File: src/rtl/burst_pkg.sv
package burst_pkg;

  // Burst phase shared by the sequencer, the output mux and the checker.
  typedef enum logic [1:0] {
    PH_IDLE = 2'd0,
    PH_PRE  = 2'd1,
    PH_DATA = 2'd2
  } phase_e;

  // Width needed to count 0 .. n-1 (at least one bit).
  function automatic int idx_width(input int n);
    return (n > 1) ? $clog2(n) : 1;
  endfunction

endpackage

File: src/rtl/burst_chip_gen.sv
// Circulating spreading-code register. It is preset at reset and at each
// start, and it rotates once per chip while a burst runs. Because the burst
// length is a whole number of code periods, the register is back at its
// preset value when the burst ends.
module burst_chip_gen #(
  parameter int                    SPREAD_LEN = 11,
  parameter logic [SPREAD_LEN-1:0] SPREAD_SEQ = 11'b00011101101
) (
  input  logic clk,
  input  logic rst,
  input  logic restart,
  input  logic run,
  output logic chip
);

  logic [SPREAD_LEN-1:0] code_q;

  always_ff @(posedge clk) begin
    if (rst || restart) begin
      code_q <= SPREAD_SEQ;
    end else if (run) begin
      code_q <= {code_q[SPREAD_LEN-2:0], code_q[SPREAD_LEN-1]};
    end
  end

  assign chip = code_q[SPREAD_LEN-1];

endmodule

File: src/rtl/burst_bit_seq.sv
// Timing for the burst: chip-in-bit timer, preamble bit counter, sticky
// end-of-preamble flag and phase register.
module burst_bit_seq
  import burst_pkg::*;
#(
  parameter int SPREAD_LEN = 11,
  parameter int PRE_LEN    = 42
) (
  input  logic   clk,
  input  logic   rst,
  input  logic   start,
  input  logic   data_last,
  output logic   bit_strobe,
  output logic   pre_bit,
  output logic   load_pulse,
  output phase_e phase
);

  localparam int CHIP_W = idx_width(SPREAD_LEN);
  localparam int CNT_W  = idx_width(PRE_LEN + 1);
  localparam logic [CHIP_W-1:0] CHIP_LAST = CHIP_W'(SPREAD_LEN - 1);
  localparam logic [CNT_W-1:0]  CNT_HOLD  = CNT_W'(PRE_LEN - 2);
  localparam logic [CNT_W-1:0]  CNT_LAST  = CNT_W'(PRE_LEN - 1);
  localparam logic [CNT_W-1:0]  CNT_SAT   = CNT_W'(PRE_LEN);

  logic [CHIP_W-1:0] chip_idx_q;
  logic [CNT_W-1:0]  pre_cnt_q;
  logic              hold_q;
  phase_e            phase_q;

  assign bit_strobe = (phase_q != PH_IDLE) && (chip_idx_q == CHIP_LAST);
  assign load_pulse = bit_strobe && (phase_q == PH_PRE) && (pre_cnt_q == CNT_LAST);
  // The counter LSB gives the alternating pattern. Once the sticky flag is
  // set, it overrides the LSB and holds the bit at 1.
  assign pre_bit    = ~pre_cnt_q[0] | hold_q;
  assign phase      = phase_q;

  always_ff @(posedge clk) begin
    if (rst) begin
      chip_idx_q <= '0;
      pre_cnt_q  <= '0;
      hold_q     <= 1'b0;
      phase_q    <= PH_IDLE;
    end else if (start) begin
      chip_idx_q <= '0;
      pre_cnt_q  <= '0;
      hold_q     <= 1'b0;
      phase_q    <= PH_PRE;
    end else if (phase_q != PH_IDLE) begin
      chip_idx_q <= bit_strobe ? '0 : chip_idx_q + 1'b1;
      if (bit_strobe) begin
        unique case (phase_q)
          PH_PRE: begin
            if (pre_cnt_q == CNT_HOLD) begin
              hold_q <= 1'b1;
            end
            if (pre_cnt_q == CNT_LAST) begin
              pre_cnt_q <= CNT_SAT;
              phase_q   <= PH_DATA;
            end else begin
              pre_cnt_q <= pre_cnt_q + 1'b1;
            end
          end
          PH_DATA: begin
            if (data_last) begin
              phase_q <= PH_IDLE;
            end
          end
          default: phase_q <= PH_IDLE;
        endcase
      end
    end
  end

endmodule

File: src/rtl/burst_word_shifter.sv
// Loadable shift register that sends the control word out, most significant
// bit first. It advances one bit per bit strobe during the data phase.
module burst_word_shifter #(
  parameter int WORD_W = 32
) (
  input  logic              clk,
  input  logic              rst,
  input  logic              load,
  input  logic              shift,
  input  logic [WORD_W-1:0] word,
  output logic              ser_bit,
  output logic              last
);

  localparam int DCNT_W = burst_pkg::idx_width(WORD_W);
  localparam logic [DCNT_W-1:0] DCNT_LAST = DCNT_W'(WORD_W - 1);

  logic [WORD_W-1:0] sreg_q;
  logic [DCNT_W-1:0] dcnt_q;

  always_ff @(posedge clk) begin
    if (rst) begin
      sreg_q <= '0;
      dcnt_q <= '0;
    end else if (load) begin
      sreg_q <= word;
      dcnt_q <= '0;
    end else if (shift) begin
      sreg_q <= {sreg_q[WORD_W-2:0], 1'b0};
      dcnt_q <= dcnt_q + 1'b1;
    end
  end

  assign ser_bit = sreg_q[WORD_W-1];
  assign last    = (dcnt_q == DCNT_LAST);

endmodule

File: src/rtl/burst_framer.sv
module burst_framer
  import burst_pkg::*;
#(
  parameter int                    WORD_W     = 32,
  parameter int                    PRE_LEN    = 42,
  parameter int                    SPREAD_LEN = 11,
  parameter logic [SPREAD_LEN-1:0] SPREAD_SEQ = 11'b00011101101
) (
  input  logic              clk,
  input  logic              rst,
  input  logic              start,
  input  logic [WORD_W-1:0] ctrl_word,
  output logic              chip_out
);

  phase_e phase;
  logic   bit_strobe;
  logic   pre_bit;
  logic   load_pulse;
  logic   ser_bit;
  logic   data_last;
  logic   chip;
  logic   sel_bit;
  logic   chip_nxt;

  burst_bit_seq #(
    .SPREAD_LEN (SPREAD_LEN),
    .PRE_LEN    (PRE_LEN)
  ) u_seq (
    .clk        (clk),
    .rst        (rst),
    .start      (start),
    .data_last  (data_last),
    .bit_strobe (bit_strobe),
    .pre_bit    (pre_bit),
    .load_pulse (load_pulse),
    .phase      (phase)
  );

  burst_word_shifter #(
    .WORD_W (WORD_W)
  ) u_shift (
    .clk     (clk),
    .rst     (rst),
    .load    (load_pulse),
    .shift   (bit_strobe && (phase == PH_DATA)),
    .word    (ctrl_word),
    .ser_bit (ser_bit),
    .last    (data_last)
  );

  burst_chip_gen #(
    .SPREAD_LEN (SPREAD_LEN),
    .SPREAD_SEQ (SPREAD_SEQ)
  ) u_code (
    .clk     (clk),
    .rst     (rst),
    .restart (start),
    .run     (phase != PH_IDLE),
    .chip    (chip)
  );

  // Output mux: preamble bit or serialized data, spread by the current chip.
  always_comb begin
    sel_bit  = (phase == PH_DATA) ? ser_bit : pre_bit;
    chip_nxt = (phase == PH_IDLE) ? 1'b0 : (sel_bit ^ chip);
  end

  always_ff @(posedge clk) begin
    if (rst) begin
      chip_out <= 1'b0;
    end else begin
      chip_out <= chip_nxt;
    end
  end

endmodule

File: config.mk
export PLATFORM = sky130hd
export DESIGN_NAME = burst_framer
export DESIGN_NICKNAME = d
export VERILOG_FILES = /design/src/rtl/burst_pkg.sv /design/src/rtl/burst_chip_gen.sv /design/src/rtl/burst_bit_seq.sv /design/src/rtl/burst_word_shifter.sv /design/src/rtl/burst_framer.sv
export SDC_FILE = /design/constraint.sdc
export NUM_CORES = 1
export LEC_CHECK = 0
export ABC_AREA = 0
export BUFFER_PORTS_ARGS = -buffer_cell sky130_fd_sc_hd__buf_2
export CELL_PAD_IN_SITES_DETAIL_PLACEMENT = 2
export CELL_PAD_IN_SITES_GLOBAL_PLACEMENT = 2
export CORE_ASPECT_RATIO = 1.5
export CORE_MARGIN = 4
export CORE_UTILIZATION = 38
export CTS_BUF_LIST = sky130_fd_sc_hd__clkbuf_16
export CTS_CLUSTER_DIAMETER = 120
export DETAILED_ROUTE_END_ITERATION = 7
export PLACE_DENSITY = 0.8
export SLEW_MARGIN = 30
export SYNTH_ARGS = -nofsm -noshare
export SYNTH_HDL_FRONTEND = slang
export SYNTH_SLANG_ARGS = --single-unit
File: constraint.sdc
create_clock -name clk -period 3.1 [get_ports clk]
set_clock_uncertainty 0.1 [all_clocks]
set_input_delay 0.31 -clock clk [delete_from_list [all_inputs] [get_ports clk]]
set_output_delay 0.31 -clock clk [all_outputs]
set_load 0.02 [all_outputs]
# Word level (Yosys, flattened, before mapping)
# Cells that the tools add are included.
[totals] ff_bits=62 output_inout_bits=1 elab_cells=53
[classes] add_sub_neg=3 eq_ne=10 n_mux=11 n_bitwise=3 n_reduce_logical=17
[op_table] op="32-bit two-way mux" n=2
[op_table] op="6-bit equality test (second input constant)" n=2
[op_table] op="4-bit AND reduction" n=3
[op_table] op="2-bit nonzero test" n=4
[op_table] op="6-bit by 1-bit adder with 6-bit output (second input constant)" n=1
[op_table] op="6-bit two-way mux" n=1
[op_table] op="3-bit != test (second input constant)" n=2
[op_table] op="2-bit OR reduction" n=3
[op_table] op="5-bit by 1-bit adder with 5-bit output (second input constant)" n=1
[op_table] op="5-bit equality test (second input constant)" n=1
[op_table] op="4-bit by 1-bit adder with 4-bit output (second input constant)" n=1
[op_table] op="4-bit equality test (second input constant)" n=1
[op_table] op="1-bit logical AND" n=4
[op_table] op="1-bit two-way mux" n=4
[op_table] op="2-bit two-way mux" n=2
[op_table] op="4-bit two-way mux" n=1
[op_table] op="2-bit != test (second input constant)" n=2
[op_table] op="2-bit case mux with 2 select lines" n=1
[op_table] op="3-bit AND reduction" n=1
[op_table] op="2-bit by 1-bit equality test with 1-bit output (second input constant)" n=1
[op_table] op="2-bit equality test (second input constant)" n=1
[op_table] op="2-bit logical NOT" n=1
[op_table] op="1-bit logical OR" n=1
[op_table] op="1-bit inverter" n=1
[op_table] op="other kinds (2)" n=2

# Longest topological paths before layout
# Gate-level depths: netlist of the first run.
[logic_depth] ltp_word=6 mapped_depth=9 ltp_nobuf=6

# Modules after synthesis
# From an unflattened synthesis of the first run, not the netlist that was laid out.
[hier_totals] cells_unflattened=291 hier_area_um2=2869.0
[by_module_without_submodules] mod="burst_word_shifter" instances=1 cells_per_inst=166 area_per_inst_um2=1722.9 seq_area_each_um2=740.7
[by_module_without_submodules] mod="burst_bit_seq" instances=1 cells_per_inst=81 area_per_inst_um2=681.9 seq_area_each_um2=260.2
[by_module_without_submodules] mod="burst_chip_gen" instances=1 cells_per_inst=36 area_per_inst_um2=392.9 seq_area_each_um2=220.2
[by_module_without_submodules] mod="burst_framer" instances=1 cells_per_inst=8 area_per_inst_um2=71.3 seq_area_each_um2=20.0

# Worst setup path after synthesis of the first run
# OpenSTA, ideal clock, no wires.
[synth_timing] path_type="register -> register" startpoint="register u_seq.chip_idx_q[0]" endpoint="register u_shift.sreg_q[31]" setup_ps=145 t_arrival_ps=1543 slack_ps=1312 stages_incl_launch_ff=10 synth_period_minus_slack_ps=1788 cell_sequence="dfxtp_1 -> inv_1 -> ha_1 -> and3b_1 -> buf_4 -> and4_4 -> buf_12 -> buf_12 -> a21oi_2 -> a211oi_2"
[synth_via] elab_chain_cells=5 elab_cells_between_ends=7 classes_between="eq/ne (1); mux (1); reduce/logical (5)"
[synth_rtl] element="start: declaration" line_no="burst_bit_seq.sv:26" rtl="logic [CHIP_W-1:0] chip_idx_q;"
[synth_rtl] element="start signal: assignment" line_no="burst_bit_seq.sv:50" rtl="chip_idx_q <= bit_strobe ? '0 : chip_idx_q + 1'b1;"
[synth_rtl] element="4-bit equality test (*)" line_no="burst_bit_seq.sv:31" rtl="assign bit_strobe = (phase_q != PH_IDLE) && (chip_idx_q == CHIP_LAST);"
[synth_rtl] element="1-bit logical AND (*)" line_no="burst_bit_seq.sv:31"
[synth_rtl] element="1-bit logical AND (2 in a row)" line_no="burst_bit_seq.sv:32" rtl="assign load_pulse = bit_strobe && (phase_q == PH_PRE) && (pre_cnt_q == CNT_LAST);"
[synth_rtl] element="32-bit two-way mux or 2-bit nonzero test (tied branches)"
[synth_rtl] element="end signal: assignment" line_no="burst_word_shifter.sv:26" rtl="sreg_q <= word;"
[synth_rtl] element="end signal: assignment" line_no="burst_word_shifter.sv:29" rtl="sreg_q <= {sreg_q[WORD_W-2:0], 1'b0};"
[synth_rtl] element="end: declaration" line_no="burst_word_shifter.sv:18" rtl="logic [WORD_W-1:0] sreg_q;"
# Mark *: on every way between the ends. The rest lies on a longest branch, timed or not.
# A chain may end at the register's enable or synchronous reset.

# Final worst setup path of the first run
[layout_timing] startpoint="register u_seq.chip_idx_q[0]" endpoint="register u_shift.sreg_q[7]"
# Same word-level chain as after synthesis.

==> results of run 1 <==
-- how the worst min path moves through the flow --
stage | startpoint | slack (ns) | depth (start not counted) | to
detailed placement | u_code.code_q[1] | 0.36 | 2 | u_code.code_q[1]
finish | start | 0.15 | 3 | u_seq.phase[0]
CTS | start | 0.13 | 3 | u_seq.phase[0]
global route | start | 0.15 | 3 | u_seq.phase[0]
global placement | u_seq.hold_q | 0.34 | 2 | u_seq.hold_q
floorplan | u_seq.hold_q | 0.33 | 2 | u_seq.hold_q
-- cell type report --
class | count | area [um2] | area share
inverters | 5 | 18.77 | 0.005451
well taps | 102 | 127.6 | 0.03706
flip-flops and latches | 62 | 1241 | 0.3605
clock buffers | 9 | 225.2 | 0.06541
multi-input cells | 245 | 1530 | 0.4444
repair buffers | 41 | 220.2 | 0.06395
clock inverters | 7 | 80.08 | 0.02326
-- placed cells by master (no fill, tap or decap), types with 3 or more instances in the layout --
| cell type | instances |
|---|---|
| a211oi_2 | 23 |
| a21oi_2 | 23 |
| a31oi_1 | 3 |
| ha_1 | 7 |
| xor2_1 | 3 |
| a211oi_1 | 8 |
| xnor2_1 | 3 |
| nand4_1 | 4 |
| nor3_1 | 11 |
| a21oi_1 | 22 |
| inv_1 | 6 |
| buf_4 | 6 |
| buf_2 | 35 |
| o21ai_0 | 4 |
| nand2_1 | 57 |
| nand2b_1 | 3 |
| nor2_1 | 43 |
| clkbuf_16 | 9 |
| dfxtp_1 | 62 |
| clkinv_1 | 3 |
| nand3_1 | 13 |
-- kinds of logic (layout without fill, tap and decap cells) --
logic type,Yosys count,after routing,share of synthesized area
compound gates,87,87,0.2480
fa+ha+maj,7,7,0.02962
mux,2,2,0.006771
buf+inv,28,62,0.06263
flops,62,62,0.4198
simple gates,143,143,0.2154
xor+xnor,6,6,0.01778
-- flip-flops by register name, summed over array words and instances (netlist names) --
name and count:
u_shift.sreg_q 32, u_code.code_q 11, u_seq.pre_cnt_q 6, u_shift.dcnt_q 5
u_seq.chip_idx_q 4, u_seq.phase 2, chip_out 1, u_seq.hold_q 1
-- metal layers --
| metal | vias up | routed length (um) | GRT usage |
|---|---|---|---|
| met3 | 18 | 186 | 0.03266 |
| li1 | 1222 | - | - |
| met4 | 0 | 246 | 0.1037 |
| met2 | 32 | 4251 | 0.3352 |
| met1 | 1218 | 3208 | 0.2068 |
| met5 | - | 0 | 0 |
-- worst min-delay path: stages --
cell and delay (ns):
buf_2 0.11, inv_1 0.05, a21oi_1 0.05
-- power by group through the flow --
stage	Clock (mW)	Combinational, mW	Sequential, mW
5_1_grt	1.10	0.0784	0.811
2_1_floorplan	0	0.0373	0.826
3_3_place_gp	0	0.0684	0.827
3_5_place_dp	0	0.0712	0.828
6_report	1.04	0.0699	0.811
4_1_cts	1.07	0.0718	0.811
-- stage by stage --
step / setup WS [ns] / utilization / power [mW] / instance area, um2
floorplan: 1.312 / - / 0.8630 / 2957
global placement: 1.037 / 0.4122 / 0.8957 / 3138
detailed placement: 0.9122 / 0.4122 / 0.8992 / 3138
CTS: 0.7800 / 0.4523 / 1.951 / 3443
global route: 0.6494 / 0.4523 / 1.992 / 3443
finish: 0.7926 / 0.4523 / 1.922 / 3443
==> metrics.csv, run 1 <==
metric,value,unit
cp.required,3.22,ns
path_max_fanout,37,
io_pins,36,
ys_ff_latch,62,
path_delay_family,simple AND/OR/NAND/NOR gates,
synth_area_per_cell,8.826,um2
path_clk_slew,0.05,ns
ir_worst_vdd,0.0003556,V
fin_nets,406,
p_sw_frac,0.2076,
clock_path_buffers,2,
synth_area_leaders,"dfxtp_1 (42%), a211oi_2 (9.7%), nand2_1 (7.2%), a21oi_2 (6.8%), nor2_1 (5.5%)",
crit_buf_inv,1,
end_kind,flip-flop,
syn-instance-count,335,
p_leak,1.241,nW
ff2ff_path_depth,6,
wl_per_cell,16.76,um
drt-initial-drc-count,87,
sequentialPowerShare,0.422,
postCtsSetupBuffers,0,
min_path_type,in2reg,
finalCriticalPeriod,2.307,ns
die_y,116.0,um
worstSetupPathDepth,6,
dp.cells,455,
worst_pin_slew,0.5667,ns
grt_pass1_wl,13430,um
yosysMostFrequentCell,dfxtp_1,
grt_usage,0.1875,
instances_no_fill,471,
postSynthNetCount,377,
critPathMaxStageDelay,0.66,ns
yosys.area.top_type,dfxtp_1,
rows,39,
area_growth,16.46,%
final_antenna_net_count,0,
r2r-start,u_seq.chip_idx_q[0],
viasPerCell,5.287,
cts_tree,built,
post-dp-hpwl,5109,um
finalSetupViolCount,0,
slew-limit-headroom,0.6222,
numCtsBuffers,9,
initial_core_util,0.3884,
syn_area,0.002957,mm2
worstPathCellList,inv_1 -> ha_1 -> and3b_1 -> and4_4 -> a21oi_1 -> a211oi_1,
finalHoldViolCount,0,
core-area,0.007612,mm2
fin_crit_sh,0.7443,
clock_latency,0.33,ns
r2r-end,u_shift.sreg_q[7],
crit_start,u_seq.chip_idx_q[0],
synth_top_area_frac,0.4198,
hold_ws,0.1458,ns
vias,2490,
start_kind,flip-flop,
first_global_vias,2753,
p_per_area,558.1,mW/mm2
maxCapViolations,0,
routed_wl,7892,um
arrival,2.43,ns
fin_setup_tns,0,ns
htree_levels,3,
clkSinkCount,62,
r2r_slack,0.79,ns
max_freq,433.4,MHz
drive_above_1_share,0.2818,
synth_warnings,0,
rsz0062_at_grt,no,
ys_seq_area_frac,0.4198,
root_buffer,clkbuf_16,
yosysUniqueCellTypes,36,
num_antenna_cells,0,
first_pass_iters,4,
drc,0,
n_fill_cell,860,
die_area,0.009285,mm2
p_clk_frac,0.542,
die_width,80.02,um
place_congestion,0.7295,
cts_resized,0,
maxSlewViolCount,0,
crit_path_top_delay_cell,and4_4,
grt_antenna_before_repair,0,
endpoint,u_shift.sreg_q[7],
ys.flop_type,dfxtp_1,
postSynth.asyncResetShare,0,
synthTopCellsByCount,"dfxtp_1 (62), nand2_1 (57), nor2_1 (43)",
outcome,completed,
grt_max_degree,41,
grt_remaining_overflow,0,
synth-edff-count,0,
combPwrFrac,0.036,
path_class,reg2reg,
p_sw,0.3990,mW
holdBufCountCts,0,
power.internal,1.523,mW
io_buffers,35,
Note: power is estimated with default switching activity, not from simulation.
==> run 2: changes to the inputs <==
--- a/config.mk
+++ b/config.mk
@@ -11,11 +11,11 @@
 export CELL_PAD_IN_SITES_GLOBAL_PLACEMENT = 2
 export CORE_ASPECT_RATIO = 1.5
 export CORE_MARGIN = 4
-export CORE_UTILIZATION = 38
+export CORE_UTILIZATION = 32
 export CTS_BUF_LIST = sky130_fd_sc_hd__clkbuf_16
 export CTS_CLUSTER_DIAMETER = 120
 export DETAILED_ROUTE_END_ITERATION = 7
-export PLACE_DENSITY = 0.8
+export PLACE_DENSITY = 0.72
 export SLEW_MARGIN = 30
 export SYNTH_ARGS = -nofsm -noshare
 export SYNTH_HDL_FRONTEND = slang
==> constraint.sdc (replaced) <==
create_clock -name clk -period 2.1 [get_ports clk]
set_clock_uncertainty 0.1 [all_clocks]
set_input_delay 0.21 -clock clk [delete_from_list [all_inputs] [get_ports clk]]
set_output_delay 0.21 -clock clk [all_outputs]
set_load 0.02 [all_outputs]
==> metrics.csv, run 2 (synthesized netlist as in run 1, its figures left out) <==
metric,value,unit
min_path_type,in2reg,
grt_remaining_overflow,0,
holdBufCountCts,0,
die_y,125.7,um
clock_latency,0.32,ns
drive_above_1_share,0.2957,
critPathMaxStageDelay,0.38,ns
hold_depth,3,
num_antenna_cells,0,
fin_crit_sh,0.8756,
post-dp-hpwl,5439,um
worstPathCellList,ha_1 -> and3b_2 -> and4_4 -> buf_12 -> a21oi_1 -> a211oi_1,
worst_pin_slew,0.4985,ns
outcome,completed,
die_width,86.48,um
finalSetupViolCount,0,
p_per_area,768.5,mW/mm2
final_antenna_net_count,0,
dp.cells,467,
ir_worst_vdd,0.0003860,V
max_freq,543.8,MHz
place_congestion,0.7383,
drt-initial-drc-count,66,
setup_ws,0.2613,ns
path_clk_slew,0.05,ns
finalHoldViolCount,0,
grt_max_degree,35,
start_kind,flip-flop,
io_pins,36,
rsz0062_at_grt,no,
core-area,0.008934,mm2
fin_setup_tns,0,ns
area_growth,19.13,%
io_buffers,35,
path_class,reg2reg,
arrival,1.97,ns
first_pass_iters,4,
post-place-ws,0.1704,ns
path_max_fanout,18,
root_buffer,clkbuf_16,
first_global_vias,2780,
reg.largest.list,"u_shift.sreg_q: 32 flops, u_code.code_q: 11 flops, u_seq.pre_cnt_q: 6 flops",
finalCriticalPeriod,1.839,ns
maxSlewViolCount,0,
largest_reg_flops,32,
fin_nets,410,
numCtsBuffers,9,
power,2.707,mW
p_leak,1.268,nW
maxCapViolations,0,
wl_per_cell,16.18,um
instances_no_fill,482,
clkSinkCount,62,
routed_wl,7798,um
end_kind,flip-flop,
ff2ff_path_depth,6,
grt_usage,0.1528,
slew-limit-headroom,0.6677,
cts_tree,built,
rows,42,
vias,2507,
path_delay_family,simple AND/OR/NAND/NOR gates,
grt_pass1_wl,13170,um
clock_path_buffers,2,
regMostFlops,u_shift.sreg_q,
htree_levels,3,
final_cell_mix,"dfxtp_1 (62), nand2_1 (57), nor2_1 (43)",
crit_path_top_delay_cell,dfxtp_1,
cp.required,2.23,ns
grt_antenna_before_repair,0,
initial_core_util,0.3310,
r2r-start,u_seq.chip_idx_q[1],
hold_end,u_seq.phase[0],
crit_buf_inv,1,
final_common_cell,dfxtp_1,
min_from,start,
viasPerCell,5.201,
drc,0,
die_area,0.01087,mm2
r2r_slack,0.26,ns
r2r-end,u_shift.sreg_q[2],
-- run 2: changes by cell type in the layout (fill, tap and decap cells not counted), sizes merged --
cell / before / now
buf: 41 / 45
bufinv: 2 / 1
clkinvlp: 0 / 1
clkinv: 4 / 3
-- run 2: worst reg2reg max path, stage by stage (launching register included) --
cell,delay [ns]
dfxtp_1,0.38
ha_1,0.18
and3b_2,0.31
and4_4,0.29
buf_12,0.17
a21oi_1,0.06
a211oi_1,0.25
-- run 2: stage by stage --
step / utilization / hold slack (ns) / cell area, um2
after floorplan: - / 0.2395 / 2957
after global placement: 0.3627 / 0.3409 / 3241
after detailed placement: 0.3627 / 0.3524 / 3241
after CTS: 0.3941 / 0.03497 / 3521
after global routing: 0.3943 / 0.05535 / 3522
final: 0.3943 / 0.04170 / 3522
-- run 2: routing by layer --
layer | part of all wire | global-route usage
met2 | 0.56 | 0.2867
met4 | 0.015 | 0.05321
met5 | 0 | 0
met3 | 0.027 | 0.02941
met1 | 0.40 | 0.1659
-- run 2: power by group --
part | leakage (nW) | switching, mW | internal (mW)
logic | 0.627 | 0.0647 | 0.0422
registers | 0.501 | 0.00684 | 1.19
clock network | 0.140 | 0.507 | 0.897
-- run 2: worst max path at each step --
| stage | depth (start not counted) | end | start | slack (ns) |
|---|---|---|---|---|
| floorplan | 9 | u_shift.sreg_q[31] | u_seq.chip_idx_q[0] | 0.31 |
| global placement | 7 | u_shift.sreg_q[23] | u_seq.chip_idx_q[0] | 0.27 |
| detailed placement | 7 | u_shift.sreg_q[3] | u_seq.chip_idx_q[0] | 0.17 |
| CTS | 7 | u_shift.sreg_q[2] | u_seq.chip_idx_q[0] | 0.13 |
| global route | 7 | u_shift.sreg_q[2] | u_seq.chip_idx_q[0] | 0.06 |
| finish | 6 | u_shift.sreg_q[2] | u_seq.chip_idx_q[1] | 0.26 |
-- run 2: repair_timing --
| item | in CTS | in global routing |
|---|---|---|
| setup buffers | 0 | 0 |
| endpoints found under the setup margin | 0 | 1 |
| gates resized for setup | 0 | 1 |
-- run 2: area by class of cell --
type / count / area [um2]
Clock buffer: 9 / 225.2
Clock inverter: 6 / 55.05
Fill cell: 1004 / 5411
Inverter: 5 / 18.77
Multi-Input combinational cell: 245 / 1531
Sequential cell: 62 / 1241
Tap cell: 110 / 137.6
Timing Repair Buffer: 45 / 312.8
